===== config.mk =====
export PLATFORM = sky130hd
export DESIGN_NAME = csel_latch
export DESIGN_NICKNAME = d
export VERILOG_FILES = /design/src/rtl/csel_latch.sv
export SDC_FILE = /design/constraint.sdc
export NUM_CORES = 1
export LEC_CHECK = 0
export BUFFER_PORTS_ARGS = -buffer_cell sky130_fd_sc_hd__clkbuf_2
export CORE_MARGIN = 3
export CORE_UTILIZATION = 25
export DETAILED_ROUTE_END_ITERATION = 16
export PLACE_DENSITY = 0.63
export SLEW_MARGIN = 20
export SYNTH_ARGS = -nofsm -noshare
export SYNTH_HDL_FRONTEND = slang
export SYNTH_SLANG_ARGS = --single-unit

===== constraint.sdc =====
create_clock -name clk -period 1.5 [get_ports clk]
set_clock_uncertainty 0.2 [all_clocks]
set_input_delay 0.15 -clock clk [delete_from_list [all_inputs] [get_ports clk]]
set_output_delay 0.15 -clock clk [all_outputs]
set_load 0.03 [all_outputs]

===== src/rtl/csel_latch.sv =====
module csel_latch #(
  parameter int N_LINES = 3
) (
  input  logic               clk,
  input  logic               rst_n,
  input  logic               sel_in,
  input  logic               h_rst_req,
  input  logic               h_act_cmd,
  input  logic               h_mode,
  input  logic               h_vsel,
  input  logic               h_div_a,
  input  logic               h_div_b,
  input  logic               h_strobe,
  output logic               ctl_rst_req,
  output logic               ctl_act_cmd,
  output logic               ctl_mode,
  output logic               ctl_vsel,
  output logic               ctl_div_a,
  output logic               ctl_div_b,
  output logic               ctl_strobe,
  input  logic [N_LINES-1:0] card_dat_i,
  input  logic [N_LINES-1:0] mirror_en,
  output logic [N_LINES-1:0] host_dat_o,
  output logic [N_LINES-1:0] host_dat_oe,
  input  logic               stat_i,
  output logic               stat_o,
  output logic               stat_oe
);

  localparam int         CTL_W = 7;
  localparam logic [CTL_W-1:0] SAFE_WORD = 7'b000_0001;

  logic [1:0]       sel_sync;
  logic             sel_s;
  logic [CTL_W-1:0] host_word;
  logic [CTL_W-1:0] held;
  logic [CTL_W-1:0] ctl_word;

  assign sel_s     = sel_sync[1];
  assign host_word = {h_strobe, h_div_b, h_div_a, h_vsel, h_mode, h_act_cmd, h_rst_req};
  assign ctl_word  = sel_s ? host_word : held;

  assign {ctl_strobe, ctl_div_b, ctl_div_a, ctl_vsel, ctl_mode, ctl_act_cmd, ctl_rst_req} = ctl_word;

  always_ff @(posedge clk or negedge rst_n) begin
    if (!rst_n) begin
      sel_sync <= 2'b00;
      held     <= SAFE_WORD;
    end else begin
      sel_sync <= {sel_sync[0], sel_in};
      if (sel_s) held <= host_word;
    end
  end

  assign host_dat_oe = sel_s ? mirror_en : '0;
  assign host_dat_o  = card_dat_i & host_dat_oe;
  assign stat_oe     = sel_s;
  assign stat_o      = sel_s & stat_i;

  // assertion support: edges seen since reset release, saturating at 2
  logic [1:0] up_cnt;
  always_ff @(posedge clk or negedge rst_n) begin
    if (!rst_n)            up_cnt <= 2'd0;
    else if (up_cnt != 2'd2) up_cnt <= up_cnt + 2'd1;
  end

  logic [CTL_W-1:0] ctl_port;
  assign ctl_port = {ctl_strobe, ctl_div_b, ctl_div_a, ctl_vsel, ctl_mode, ctl_act_cmd, ctl_rst_req};

  assert_sync_delay_R2: assert property (@(posedge clk) disable iff (!rst_n)
    (up_cnt == 2'd2) |-> (stat_oe == $past(sel_in, 2)));

  assert_passthru_R3: assert property (@(posedge clk) disable iff (!rst_n)
    stat_oe |-> (ctl_port == host_word));

  assert_capture_R4: assert property (@(posedge clk) disable iff (!rst_n)
    $fell(stat_oe) |-> (ctl_port == $past(host_word)));

  assert_hold_R5: assert property (@(posedge clk) disable iff (!rst_n)
    (!stat_oe && $past(!stat_oe)) |-> $stable(ctl_port));

  assert_mirror_en_R6: assert property (@(posedge clk) disable iff (!rst_n)
    ((host_dat_oe & ~mirror_en) == '0) && ((host_dat_o & ~host_dat_oe) == '0));

  assert_float_R7: assert property (@(posedge clk) disable iff (!rst_n)
    !stat_oe |-> (host_dat_oe == '0 && host_dat_o == '0 && !stat_o));

endmodule


==> impl_metrics.py <==
metrics = {
    "run_status": {
        "status": "complete, but fails checks",
        "violations": "hold timing, setup timing",
    },
    "setup_path": {
        "critPathKind": "register to primary output",
        "reg2reg_depth": 2,
        "r2r-start": "sel_sync[1]",
        "worstPathRequired_ns": 1.15,
        "rrSetupSlack_ns": 0.31,
        "cp_data_arrival_time_ns": 1.27,
        "r2r_end": "held[5]",
        "path_max_fanout": 10,
        "start_kind": "register",
        "worstSetupEndpointType": "primary output",
    },
    "sta": {
        "setup_slack_ns": -0.117,
        "finalHoldViolCount": 7,
        "holdWs_ns": -0.0593,
        "max_slew.worst_pin.slew_ns": 0.224,
        "setup_viol": 7,
        "grt_setup_unrepaired": "yes",
        "fmax_mhz": 618,
        "slew_headroom_pct": 85.1,
        "period_minus_slack_ns": 1.62,
        "period_share_pct": 108,
        "slew_viol_final": 0,
    },
    "cells_and_area": {
        "drive_gt1_share_pct": 83.9,
        "syn_to_final_growth_pct": 102,
        "final_cell_mix": "clkbuf_2, buf_8, dfrtp_1",
        "n_antenna_cell": 0,
        "layout_commonest_cell": "clkbuf_2",
        "nNetsFinal": 80,
        "final_area_um2": 768,
    },
    "route": {
        "wl_per_cell_um": 12.9,
        "dr.pass1.iters": 2,
        "vias": 338,
        "finalWirelength_um": 995,
        "drtIter0Drc": 2,
        "viasPerCell": 4.39,
        "ant_nets": 0,
        "drc": 0,
    },
    "cts": {
        "insertion_delay_ns": 0.27,
        "cts_buffers": 3,
        "path_clk_slew_ns": 0.07,
        "h-tree-depth": 1,
        "cts_tree": "built",
        "clock_sinks": 9,
        "clk_path_buf_depth": 2,
        "cts_root_buf": "clkbuf_4",
        "post-cts-setup-buffers": 0,
        "holdBufCountCts": 2,
    },
    "synthesis": {
        "yosys_warnings": 0,
        "synth.distinct_cells": 7,
        "synthMuxAreaShare_pct": 23.7,
        "syn_avg_cell_area_um2": 15.8,
        "synth_top_area_cell": "dfrtp_1",
        "synthAdderAreaFrac_pct": 0,
        "synth_compound_gate_area_share_pct": 0,
        "ys_seq_elements": 9,
        "synth_area_leaders": "dfrtp_1, mux2_2, mux2_4, and2_2, dfstp_2",
        "synthesis.nets": 41,
        "synth_xor_area_share_pct": 0,
        "synth_top_family_by_area": "multiplexers",
        "synth-seq-area-share_pct": 59.5,
        "netlist_instances": 24,
        "synth_top_area_share_pct": 52.6,
        "synth_area_um2": 380,
        "synth-simple-area-share_pct": 13.8,
    },
    "placed_design": {
        "finalWeightedCongestion": 0.627,
        "io_buffer_count": 31,
        "placed_cell_area_um2": 558,
        "dp_hpwl_um": 660,
    },
    "min_path": {
        "whs_path_depth": 2,
        "worstHoldStart": "h_strobe",
        "min_to": "held[6]",
        "hold_path_class": "input port to register",
    },
    "floorplanning": {
        "start_util_pct": 27.8,
        "die_x_um": 45.0,
        "fp.dieH_um": 45.0,
        "fp.dieArea_um2": 2030,
        "row_count": 13,
        "core_area_um2": 1370,
        "pin_count": 32,
    },
    "global_route": {
        "grt_max_degree": 11,
        "antenna_found_initial": 0,
        "grtUsageTotal_pct": 12.1,
        "overflow": 0,
        "grt_pass1_vias": 366,
        "grt_first_pass_wirelength_um": 1640,
    },
    "power_and_ir_drop": {
        "cellPowerDensity_nw_per_um2": 920,
        "ir_drop_v": 0.000701,
        "power.leakage_nw": 0.402,
        "finalPower_w": 0.000707,
    },
    "run": {
        "cap_violations": 0,
    },
}
[critical path, stage by stage, from the launching register on]
cell	delay [ns]
dfrtp_1	0.40
buf_6	0.15
mux2_4	0.31
buf_8	0.14
[report_power, final]
part / internal [W] / leakage [nW] / switching, W
clock network: 0.0000985 / 0.0177 / 0.0000918
registers: 0.000266 / 0.104 / 0.00000670
logic: 0.000131 / 0.280 / 0.000113
[repair_timing]
action | in CTS | in global routing
endpoints found under the hold margin | 17 | 7
pin swaps | 0 | 0
setup endpoints to repair | 14 | 14
resized for setup | 34 | 14
[Yosys cell counts]
| cell | count |
|---|---|
| mux2_4 | 3 |
| and3_2 | 3 |
| and2_2 | 4 |
| mux2_2 | 4 |
| dfrtp_1 | 8 |
| buf_6 | 1 |
| dfstp_2 | 1 |
[how the worst max path moves through the flow]
stage | start | to | slack (ns) | depth (start not counted)
floorplan | sel_sync[1] | ctl_div_a | 0.03 | 2
global placement | sel_sync[1] | ctl_div_a | 0.14 | 3
detailed placement | sel_sync[1] | ctl_div_b | 0.13 | 3
CTS | sel_sync[1] | ctl_div_a | -0.14 | 3
global route | sel_sync[1] | ctl_div_b | -0.17 | 3
finish | sel_sync[1] | ctl_div_a | -0.12 | 3
[cell families (layout without fill, tap and decap cells)]
logic type    Yosys count  in the layout
flops                   9              9
mux                     7              7
simple gates            7              7
buf+inv                 1             39
[per-stage QoR]
step | TNS, ns | worst slack, ns | instances | util (%)
2_1_floorplan | 0 | 0.0297 | 24 | -
3_5_place_dp | 0 | 0.128 | 71 | 40.8
5_1_grt | -1.48 | -0.174 | 77 | 56.2
6_report | -0.800 | -0.117 | 77 | 56.2
4_1_cts | -0.974 | -0.139 | 77 | 54.9
3_3_place_gp | 0 | 0.145 | 71 | 40.8
[state kept, by name, indices dropped and copies added (netlist names)]
name,cells
sel_sync,2
held,7
[per-layer routing]
layer / vias up / routed length [um] / GRT usage, %
met5: - / 0 / 0
met4: 0 / 9 / 5.26
met3: 2 / 189 / 7.97
met2: 35 / 436 / 19.5
met1: 145 / 360 / 12.0
li1: 156 / - / -
[cell type report]
type                       count  area, um^2
fill                         111         598
timing repair buffer          35         338
sequential                     9         226
multi-input combinational     14         158
clock buffer                   3        22.5
tap                           15        18.8
clock inverter                 1        5.00
(Power assumes the default switching activity.)
